--- src/rtl/mmu_pkg.sv ---
package mmu_pkg;

    localparam int INT_W      = 8;
    localparam int IB_RCV     = 0;
    localparam int IB_TX      = 1;
    localparam int IB_TXEMPTY = 2;
    localparam int IB_ALLOC   = 3;
    localparam int IB_EPH     = 5;

    localparam int TXC_EN     = 0;
    localparam int TXC_LCAR   = 10;
    localparam int TXC_SQE    = 12;
    localparam int RXC_SOFT   = 15;
    localparam int RXC_ALL    = 8;

    typedef enum logic [3:0] {
        CMD_NOP       = 4'd0,
        CMD_ALLOC     = 4'd2,
        CMD_RESET_MMU = 4'd4,
        CMD_RM_RX     = 4'd6,
        CMD_RM_TX     = 4'd7,
        CMD_RM_REL_RX = 4'd8,
        CMD_RELEASE   = 4'd10,
        CMD_ENQUEUE   = 4'd12,
        CMD_RESET_FIF = 4'd14
    } mmu_cmd_e;

    typedef struct packed {
        logic alloc;
        logic flush_all;
        logic rm_rx;
        logic rm_tx;
        logic rm_rel_rx;
        logic enqueue;
    } mmu_op_t;

    function automatic logic [3:0] cmd_field(input logic [15:0] word);
        return word[7:4];
    endfunction

endpackage

--- src/rtl/mmu_cmd_decode.sv ---
module mmu_cmd_decode
    import mmu_pkg::*;
(
    input  logic        cmd_we,
    input  logic [15:0] cmd_data,
    output mmu_op_t     op
);

    logic [3:0] code;

    always_comb begin
        code = cmd_field(cmd_data);
        op   = '0;
        if (cmd_we) begin
            unique case (code)
                CMD_ALLOC:     op.alloc     = 1'b1;
                CMD_RESET_MMU,
                CMD_RESET_FIF: op.flush_all = 1'b1;
                CMD_RM_RX:     op.rm_rx     = 1'b1;
                CMD_RM_TX:     op.rm_tx     = 1'b1;
                CMD_RM_REL_RX: op.rm_rel_rx = 1'b1;
                CMD_ENQUEUE:   op.enqueue   = 1'b1;
                default:       op           = '0;
            endcase
        end
    end

    // at most one action is decoded from one command word
    always_comb begin
        a_r2_single_op: assert ($onehot0(op));
    end

endmodule

--- src/rtl/mmu_slot_queue.sv ---
module mmu_slot_queue #(
    parameter int PTR_W = 4
) (
    input  logic             clk,
    input  logic             rst,
    input  logic             flush,
    input  logic             push,
    input  logic             pop,
    output logic [PTR_W-1:0] in_ptr,
    output logic [PTR_W-1:0] out_ptr,
    output logic             empty,
    output logic             full,
    output logic             single
);

    logic [PTR_W-1:0] in_q, out_q, in_inc, out_inc;
    logic             push_ok, pop_ok;

    assign in_inc  = PTR_W'(in_q + 1'b1);
    assign out_inc = PTR_W'(out_q + 1'b1);
    assign empty   = (in_q == out_q);
    assign full    = (in_inc == out_q);
    assign single  = (out_inc == in_q);
    assign push_ok = push & ~full;
    assign pop_ok  = pop & (~empty | push_ok);

    always_ff @(posedge clk) begin
        if (rst || flush) begin
            in_q  <= '0;
            out_q <= '0;
        end else begin
            if (push_ok) in_q  <= in_inc;
            if (pop_ok)  out_q <= out_inc;
        end
    end

    assign in_ptr  = in_q;
    assign out_ptr = out_q;

    // a pointer only steps by one (with wrap) or returns to zero
    a_r10_in_step: assert property (@(posedge clk) disable iff (rst)
        (in_q != $past(in_q)) |-> (in_q == PTR_W'($past(in_q) + 1'b1) || in_q == '0));
    a_r10_out_step: assert property (@(posedge clk) disable iff (rst)
        (out_q != $past(out_q)) |-> (out_q == PTR_W'($past(out_q) + 1'b1) || out_q == '0));

endmodule

--- src/rtl/mmu_cmd_engine.sv ---
module mmu_cmd_engine
    import mmu_pkg::*;
#(
    parameter int SLOT_BITS  = 4,
    parameter int ALLOC_BITS = 7,
    parameter int PNR_W      = 8
) (
    input  logic                 clk,
    input  logic                 rst,
    input  logic                 cmd_we,
    input  logic [15:0]          cmd_data,
    input  logic [15:0]          tx_ctl,
    input  logic                 link_up,
    input  logic                 rxc_we,
    input  logic [15:0]          rxc_data,
    input  logic                 rx_push,
    input  logic [INT_W-1:0]     int_mask,
    output logic [SLOT_BITS-1:0] rx_in_ptr,
    output logic [SLOT_BITS-1:0] rx_out_ptr,
    output logic [SLOT_BITS-1:0] tx_in_ptr,
    output logic [SLOT_BITS-1:0] tx_out_ptr,
    output logic [PNR_W-1:0]     alloc_pnr,
    output logic [INT_W-1:0]     int_status,
    output logic                 irq,
    output logic                 rx_empty,
    output logic                 tx_start,
    output logic                 txen_clear,
    output logic                 eph_lost_carrier,
    output logic                 eph_sqe
);

    mmu_op_t op;
    logic    link_fail, send;
    logic    rx_flush, tx_flush, rx_push_en, rx_pop, tx_pop;
    logic    rxq_empty, rxq_full, rxq_single;
    logic    txq_empty, txq_full, txq_single;
    logic    rx_push_ok;

    logic [ALLOC_BITS-1:0] alloc_cnt_q;
    logic [PNR_W-1:0]      pnr_q;
    logic [INT_W-1:0]      int_q, int_d;
    logic                  rx_empty_q, rx_empty_d;
    logic                  start_q, clr_q, lcar_q, sqe_q;

    mmu_cmd_decode u_dec (
        .cmd_we   (cmd_we),
        .cmd_data (cmd_data),
        .op       (op)
    );

    assign link_fail  = op.enqueue & ~link_up;
    assign send       = op.enqueue & link_up & tx_ctl[TXC_EN];
    assign rx_flush   = op.flush_all | link_fail
                      | (rxc_we & rxc_data[RXC_SOFT]) | (rxc_we & ~rxc_data[RXC_ALL]);
    assign tx_flush   = op.flush_all | link_fail | (rxc_we & rxc_data[RXC_SOFT]);
    assign rx_push_en = rx_push & ~cmd_we & ~rxc_we;
    assign rx_push_ok = rx_push_en & ~rxq_full;
    assign rx_pop     = op.rm_rx | op.rm_rel_rx;
    assign tx_pop     = send | op.rm_tx;

    mmu_slot_queue #(.PTR_W(SLOT_BITS)) u_rxq (
        .clk     (clk),
        .rst     (rst),
        .flush   (rx_flush),
        .push    (rx_push_en),
        .pop     (rx_pop),
        .in_ptr  (rx_in_ptr),
        .out_ptr (rx_out_ptr),
        .empty   (rxq_empty),
        .full    (rxq_full),
        .single  (rxq_single)
    );

    mmu_slot_queue #(.PTR_W(SLOT_BITS)) u_txq (
        .clk     (clk),
        .rst     (rst),
        .flush   (tx_flush),
        .push    (send),
        .pop     (tx_pop),
        .in_ptr  (tx_in_ptr),
        .out_ptr (tx_out_ptr),
        .empty   (txq_empty),
        .full    (txq_full),
        .single  (txq_single)
    );

    // next interrupt status and empty flag; flush is applied last so it wins
    always_comb begin
        int_d      = int_q;
        rx_empty_d = rx_empty_q;
        if (rx_push_ok) begin
            int_d[IB_RCV] = 1'b1;
            rx_empty_d    = 1'b0;
        end
        if (op.rm_rx && !rxq_empty)
            rx_empty_d = rxq_single;
        if (op.rm_rel_rx) begin
            int_d[IB_RCV] = ~rxq_empty & ~rxq_single;
            rx_empty_d    = rxq_empty | rxq_single;
        end
        if (op.alloc)
            int_d[IB_ALLOC] = 1'b1;
        if (send) begin
            int_d[IB_TX]      = 1'b1;
            int_d[IB_TXEMPTY] = 1'b1;
        end
        if (link_fail) begin
            int_d[IB_TX]  = 1'b0;
            int_d[IB_EPH] = 1'b1;
        end
        if (rx_flush) begin
            int_d[IB_RCV] = 1'b0;
            rx_empty_d    = 1'b1;
        end
    end

    always_ff @(posedge clk) begin
        if (rst) begin
            alloc_cnt_q <= '0;
            pnr_q       <= '0;
            int_q       <= '0;
            rx_empty_q  <= 1'b1;
            start_q     <= 1'b0;
            clr_q       <= 1'b0;
            lcar_q      <= 1'b0;
            sqe_q       <= 1'b0;
        end else begin
            int_q      <= int_d;
            rx_empty_q <= rx_empty_d;
            start_q    <= send;
            clr_q      <= link_fail & (tx_ctl[TXC_LCAR] | tx_ctl[TXC_SQE]);
            if (op.alloc) begin
                pnr_q       <= PNR_W'(alloc_cnt_q);
                alloc_cnt_q <= alloc_cnt_q + 1'b1;
            end
            if (link_fail && tx_ctl[TXC_LCAR]) lcar_q <= 1'b1;
            if (link_fail && tx_ctl[TXC_SQE])  sqe_q  <= 1'b1;
        end
    end

    assign alloc_pnr        = pnr_q;
    assign int_status       = int_q;
    assign irq              = |(int_q & int_mask);
    assign rx_empty         = rx_empty_q;
    assign tx_start         = start_q;
    assign txen_clear       = clr_q;
    assign eph_lost_carrier = lcar_q;
    assign eph_sqe          = sqe_q;

    // the empty flag tracks the RX pointer pair
    a_r4_empty_flag: assert property (@(posedge clk) disable iff (rst)
        rx_empty_q == (rx_in_ptr == rx_out_ptr));
    // a transmit request only follows an enqueue with link and enable up
    a_r8_start_cause: assert property (@(posedge clk) disable iff (rst)
        start_q |-> $past(cmd_we && cmd_field(cmd_data) == CMD_ENQUEUE && link_up && tx_ctl[TXC_EN]));
    // an enqueue with the link down empties both queues and flags the error
    a_r9_link_down: assert property (@(posedge clk) disable iff (rst)
        (cmd_we && cmd_field(cmd_data) == CMD_ENQUEUE && !link_up)
        |=> (rx_in_ptr == '0 && tx_in_ptr == '0 && int_q[IB_EPH] && !int_q[IB_TX]));
    // the allocated number never uses its top bit
    a_r3_pnr_top: assert property (@(posedge clk) disable iff (rst)
        !pnr_q[PNR_W-1]);
    // nothing is signalled while every source is masked
    a_r12_mask_off: assert property (@(posedge clk) disable iff (rst)
        (int_mask == '0) |-> !irq);
    // a flush command leaves the RX queue empty
    a_r7_flush: assert property (@(posedge clk) disable iff (rst)
        (cmd_we && (cmd_field(cmd_data) == CMD_RESET_MMU || cmd_field(cmd_data) == CMD_RESET_FIF))
        |=> (rx_empty_q && tx_in_ptr == tx_out_ptr));

endmodule

--- config.mk ---
export PLATFORM = sky130hd
export DESIGN_NAME = mmu_cmd_engine
export DESIGN_NICKNAME = d
export VERILOG_FILES = /design/src/rtl/mmu_pkg.sv /design/src/rtl/mmu_cmd_decode.sv /design/src/rtl/mmu_slot_queue.sv /design/src/rtl/mmu_cmd_engine.sv
export SDC_FILE = /design/constraint.sdc
export NUM_CORES = 1
export LEC_CHECK = 0
export CELL_PAD_IN_SITES_DETAIL_PLACEMENT = 0
export CELL_PAD_IN_SITES_GLOBAL_PLACEMENT = 2
export CORE_MARGIN = 10
export CORE_UTILIZATION = 22
export CTS_CLUSTER_DIAMETER = 50
export CTS_CLUSTER_SIZE = 16
export DETAILED_ROUTE_END_ITERATION = 12
export PLACE_DENSITY = 0.92
export SETUP_SLACK_MARGIN = 0.2
export SYNTH_ARGS = -nofsm -noshare
export SYNTH_HDL_FRONTEND = slang
export SYNTH_SLANG_ARGS = --single-unit
--- constraint.sdc ---
create_clock -name clk -period 2.45 [get_ports clk]
set_input_delay 0.245 -clock clk [delete_from_list [all_inputs] [get_ports clk]]
set_output_delay 0.245 -clock clk [all_outputs]
set_load 0.005 [all_outputs]
# [After elaboration in Yosys (flattened, before gate mapping)]
# Cells that the tools add are included.
[word_totals] mem_bits_ro=0 mem_count=0 word_cells=89 ram_bits=0 output_inout_bits=38 register_bits=40 latchBits=0
[op_classes] n_mul=0 shifts=0 div=0 n_lt_le_gt_ge=0 n_eq_ne=12 n_reduce_logical=12 muxes=12 n_bitwise=32 n_addsub=5
[ops] operator="$eq 4x4->1" n=5
[ops] operator="$add 4x1->4 const B" n=4
[ops] operator="$and 1x1->1" n=13
[ops] operator="$eq 4x3->1 const B" n=3
[ops] operator="$eq 4x4->1 const B" n=3
[ops] operator="$mux 1" n=11
[ops] operator="$not 1->1" n=9
[ops] operator="$or 1x1->1" n=9
[ops] operator="$and 6x8->8" n=1
[ops] operator="$reduce_or 8->1" n=1
[ops] operator="$add 7x1->7 const B" n=1
[ops] operator="$mux 6" n=1
[ops] operator="$reduce_or 2->1" n=3
[ops] operator="$eq 4x2->1 const B" n=1
[ops] operator="$logic_and 1x1->1" n=3
[ops] operator="$reduce_bool 3->1" n=1
[ops] operator="$logic_or 1x1->1" n=2
[ops] operator="$reduce_bool 2->1" n=1
[ops] operator="$logic_not 1->1" n=1

# [Logic depth before layout (Yosys ltp)]
[depth] depth_word=9 ltp_mapped=7 depth_no_buf=6

# [By module]
# A second synthesis with hierarchy kept.
[unflattened] cells_unflattened=263 area_unflattened_um2=2396.0
[modules_own_cells] mod="mmu_slot_queue" n_inst=2 seq_area_each_um2=160.2 area_per_inst_um2=663.1 cells_each=74
[modules_own_cells] mod="mmu_cmd_engine" n_inst=1 seq_area_each_um2=480.5 area_per_inst_um2=1008.5 cells_each=104
[modules_own_cells] mod="mmu_cmd_decode" n_inst=1 seq_area_each_um2=0.0 area_per_inst_um2=61.3 cells_each=11

# [Least setup slack after synthesis]
# OpenSTA, ideal clock, no wires.
[synth_path] kind="input to register" startpoint="input cmd_we" endpoint="register u_rxq.in_q[3], in the netlist u_rxq.in_ptr[3]" setup_ns=0.060 required_time_ns=2.390 n_path_buf=2 path_stages=7 path_slack_ns=0.639 arrival_ns=1.751 cell_sequence="nor2b_1 buf_6 a41o_1 or3_1 buf_2 or4_1 nand2_1"
[synth_between] elab_chain_cells=6 word_cells_on_any_way=10 classes_between="1 x mux; 8 x bitwise; 1 x reduce/logical"
[synth_rtl] item="start: declaration" line_no="mmu_cmd_engine.sv:10" rtl="input logic cmd_we,"
[synth_rtl] item="$mux 6" line_no="mmu_cmd_decode.sv:14" rtl="if (cmd_we) begin"
[synth_rtl] item="$and 1x1->1" line_no="mmu_cmd_engine.sv:51" rtl="assign link_fail = op.enqueue & ~link_up;"
[synth_rtl] item="$or 1x1->1" line_no="mmu_cmd_engine.sv:53" rtl="assign rx_flush = op.flush_all | link_fail"
[synth_rtl] item="$or 1x1->1 (2 in series)" line_no="mmu_cmd_engine.sv:54" rtl="| (rxc_we & rxc_data[RXC_SOFT]) | (rxc_we & ~rxc_data[RXC_ALL]);"
[synth_rtl] item="$logic_or 1x1->1" line_no="mmu_slot_queue.sv:28" rtl="if (rst || flush) begin"
[synth_rtl] item="end signal: assignment" line_no="mmu_slot_queue.sv:32" rtl="if (push_ok) in_q <= in_inc;"
[synth_rtl] item="end: declaration" line_no="mmu_slot_queue.sv:16" rtl="logic [PTR_W-1:0] in_q, out_q, in_inc, out_inc;"
# Several ways; a longest one is shown, not always the timed one.
# A chain may end at the register's enable or synchronous reset.

# [Worst setup path in the final report]
[layout_path] startpoint="input cmd_we" endpoint="register u_txq.out_q[3], in the netlist u_txq.out_ptr[3]"
[layout_between] elab_chain_cells=6 word_cells_on_any_way=11 classes_between="1 x mux; 9 x bitwise; 1 x reduce/logical"
[layout_rtl] item="$mux 6 (*)" line_no="mmu_cmd_decode.sv:14"
[layout_rtl] item="$and 1x1->1 (2 in series)" line_no="mmu_cmd_engine.sv:52" rtl="assign send = op.enqueue & link_up & tx_ctl[TXC_EN];"
[layout_rtl] item="$and 1x1->1" line_no="mmu_slot_queue.sv:24" rtl="assign push_ok = push & ~full;"
[layout_rtl] item="$or 1x1->1" line_no="mmu_slot_queue.sv:25" rtl="assign pop_ok = pop & (~empty | push_ok);"
[layout_rtl] item="$and 1x1->1" line_no="mmu_slot_queue.sv:25"
[layout_rtl] item="end signal: assignment" line_no="mmu_slot_queue.sv:33" rtl="if (pop_ok) out_q <= out_inc;"
[layout_rtl] item="end: declaration" line_no="mmu_slot_queue.sv:16"
# Mark *: on every way between the ends. The rest lies on a longest branch, timed or not.

==> results.yml <==
sta:
  fin_ws_ns: 0.5052
  whs_ns: 0.4797
  worst_slew_pin_slew_ns: 0.5051
  period_needed_ns: 1.945
  drv_slew: 0
  fin_skew_ns: 0.01076
  fin_crit_sh_pct: 79.38
  worst_slew_margin_rel_pct: 66.12
  rsz0062_at_grt: "false"
  setup_viol: 0
  hold_viol_final: 0
  max_freq_mhz: 514.2
  setup_tns_ns: 0
global_routing:
  grt_pass1_wl_um: 8507
  grt_overflow: 0
  grt_max_degree: 23
  first_global_vias: 1669
  antenna_found_initial: 0
  grt_usage_pct: 8.152
detailed_routing:
  detail-route-antenna-nets: 0
  viasPerCell: 4.421
  wl_um: 5241
  detail_route.wl_per_cell_um: 13.79
  drtPass1Iterations: 4
  drcViolationCount: 0
  drt_iter0_drc: 77
  dr_total_vias: 1680
clock_network:
  cts_buffers: 5
  cts-root-buf: "clkbuf_8"
  cts.sink_count: 40
  clock_latency_ns: 0.29
  cts_resized: 0
  clkTransAtPathRegs_ns: 0.09
  post_cts_buffers: 0
  cts_buffer_depth: 2
  cts_max_level: 2
  cts_hold_buf: 0
  cts_tree: "yes"
logic_synthesis:
  synth-simple-area-share_pct: 20.60
  muxShareOfSynthArea_pct: 5.699
  ys_warn_count: 0
  netlist_area_um2: 1932
  synthDistinctLibCells: 43
  ys.flop_type: "dfxtp_1"
  synth.largest_area_cell: "dfxtp_1"
  syn_avg_cell_area_um2: 9.199
  synth_top_family_by_area: "simple AND/OR/NAND/NOR gates"
  syn_inst: 210
  synthAdderAreaFrac_pct: 3.238
  ys_seq_area_share_pct: 41.45
  synthArstFlopShare_pct: 0
  synth_edf_count: 0
  synth-seq-cells: 40
  yosys-top-cells-area: "dfxtp_1 41%, xor2_1 8.2%, nor2_1 6.8%"
  synth_xor_area_share_pct: 14.77
  yosysTopAreaCellShare_pct: 41.45
  synth-compound-area-share_pct: 10.43
place:
  dp.cells: 372
  gp_congestion: 0.7997
  pre_cts_ws_ns: 0.2026
  placed_cell_area_um2: 2608
  io_buffers: 53
  dp_hpwl_um: 4075
worst_setup_path:
  setup.worst_path.start_class: "input pin"
  reg2reg_setup_slack_ns: 0.57
  crit_type: "input pin to flip-flop"
  r2r_cells: 6
  crit_start: "cmd_we"
  cp_max_fo: 7
  crit_required_ns: 2.68
  end_kind: "flip-flop"
  r2r_start: "u_rxq.in_ptr[1]"
  r2r_end: "u_rxq.in_ptr[3]"
  critPathArrivalTime_ns: 2.17
flow_run:
  max_cap_violations: 0
power:
  vdd_drop_max_mv: 0.2184
  power_density_nw_per_um2: 488.7
  finalPower_mw: 1.334
  leakage_nw: 1.041
cells_and_area:
  fin_area_um2: 2729
  post-route-util_pct: 31.60
  fin_cells: 380
  drive_above_1_share_pct: 6.618
  nFillCells: 898
  nets: 338
  area.growth.synth_to_final_pct: 41.26
  num_antenna_cells: 0
floorplan:
  die_x_um: 113.7
  start_util_pct: 22.37
  io-pin-count: 100
  coreArea_um2: 8636
  die_h_um: 113.7
  num_rows: 34
  design.die.area_um2: 12930
outcome:
  status: "completed"
min_path:
  hp-class: "flip-flop to flip-flop"
  min_from: "eph_sqe"
  min_to: "eph_sqe"
  hold_depth: 2
[worst max path at each step]
stage / end / slack (ns) / cells after the start
2_1_floorplan: u_rxq.in_ptr[3] / 0.64 / 7
3_3_place_gp: u_txq.in_ptr[2] / 0.22 / 6
3_5_place_dp: u_txq.out_ptr[3] / 0.20 / 6
4_1_cts: u_txq.out_ptr[3] / 0.52 / 6
5_1_grt: u_txq.out_ptr[3] / 0.27 / 6
6_report: u_txq.out_ptr[3] / 0.51 / 6
[power breakdown]
part / switching [mW] / internal, mW
Combinational: 0.0476 / 0.0525
Clock: 0.243 / 0.333
Sequential: 0.00385 / 0.653
[worst max-delay path, stage by stage]
cell	delay (ns)
clkdlybuf4s50_1	0.47
nor2b_1	0.41
nand4_1	0.31
a21boi_1	0.25
or3_1	0.35
a21oi_1	0.14
[final cells by class]
| class | count | area, um2 | share of cell area, % |
|---|---|---|---|
| multi-input combinational | 161 | 1077 | 39.48 |
| sequential | 40 | 800.8 | 29.34 |
| timing repair buffer | 60 | 583.1 | 21.37 |
| tap | 108 | 135.1 | 4.952 |
| clock buffer | 6 | 82.58 | 3.026 |
| clock inverter | 2 | 38.79 | 1.421 |
| inverter | 3 | 11.26 | 0.4127 |
[flip-flops by register name (all words and copies together), names as in the netlist]
| name | flops |
|---|---|
| alloc_cnt_q | 7 |
| alloc_pnr | 7 |
| int_status | 5 |
| u_rxq.in_ptr | 4 |
| u_rxq.out_ptr | 4 |
| u_txq.in_ptr | 4 |
| u_txq.out_ptr | 4 |
| eph_lost_carrier | 1 |
| eph_sqe | 1 |
| rx_empty | 1 |
| tx_start | 1 |
| txen_clear | 1 |
[cell families after synthesis]
logic type                 Yosys count
xor gates and xnor gates            31
buffers and inverters               12
muxes                               11
and+or+nand+nor                     81
adders and majority gates            5
DFF                                 40
other                                1
AOI/OAI and AO/OA                   29
[cell usage after synthesis (3+ instances only)]
cell type  instances
a21oi_1            5
a31oi_1            4
and3_1             3
buf_4              4
dfxtp_1           40
ha_1               5
inv_1              3
mux2i_1           11
nand2_1            9
nand2b_1           4
nand3_1            7
nand4_1            5
nor2_1            35
nor3_1             5
o21ai_1            3
or3_1              3
xnor2_1           12
xor2_1            18
[cell usage in the layout, fill, tap and decap left out, types with 2 or more instances in the layout]
| master | Yosys | final |
|---|---|---|
| inv_1 | 3 | 3 |
| or3_1 | 3 | 3 |
| clkdlybuf4s50_1 | 0 | 53 |
| nand4_1 | 5 | 5 |
| clkbuf_8 | 0 | 6 |
| o21ai_0 | 2 | 2 |
| o2111ai_1 | 2 | 2 |
| o211ai_1 | 2 | 2 |
| mux2i_1 | 11 | 11 |
| and2_1 | 2 | 2 |
| or4_1 | 2 | 2 |
| and3_1 | 3 | 3 |
| xnor2_1 | 12 | 12 |
| o21ai_1 | 3 | 3 |
| xor2_1 | 18 | 18 |
| nand2_1 | 9 | 9 |
| dfxtp_1 | 40 | 40 |
| buf_4 | 4 | 7 |
| ha_1 | 5 | 5 |
| a31oi_1 | 4 | 4 |
| nor3_1 | 5 | 4 |
| nor2_1 | 35 | 35 |
| conb_1 | 1 | 4 |
| nor3b_1 | 2 | 2 |
| and3b_1 | 2 | 2 |
| nand3_1 | 7 | 7 |
| nand2b_1 | 4 | 4 |
| a21oi_1 | 5 | 5 |
[per-layer routing]
metal / wire length (um) / vias up / global-route usage, %
met5: 0 / - / 0
met4: 82 / 0 / 3.299
met3: 283 / 5 / 2.520
met2: 2385 / 36 / 12.79
met1: 2489 / 790 / 10.13
li1: - / 849 / -
No activity file was read; power rests on OpenSTA's default activity.
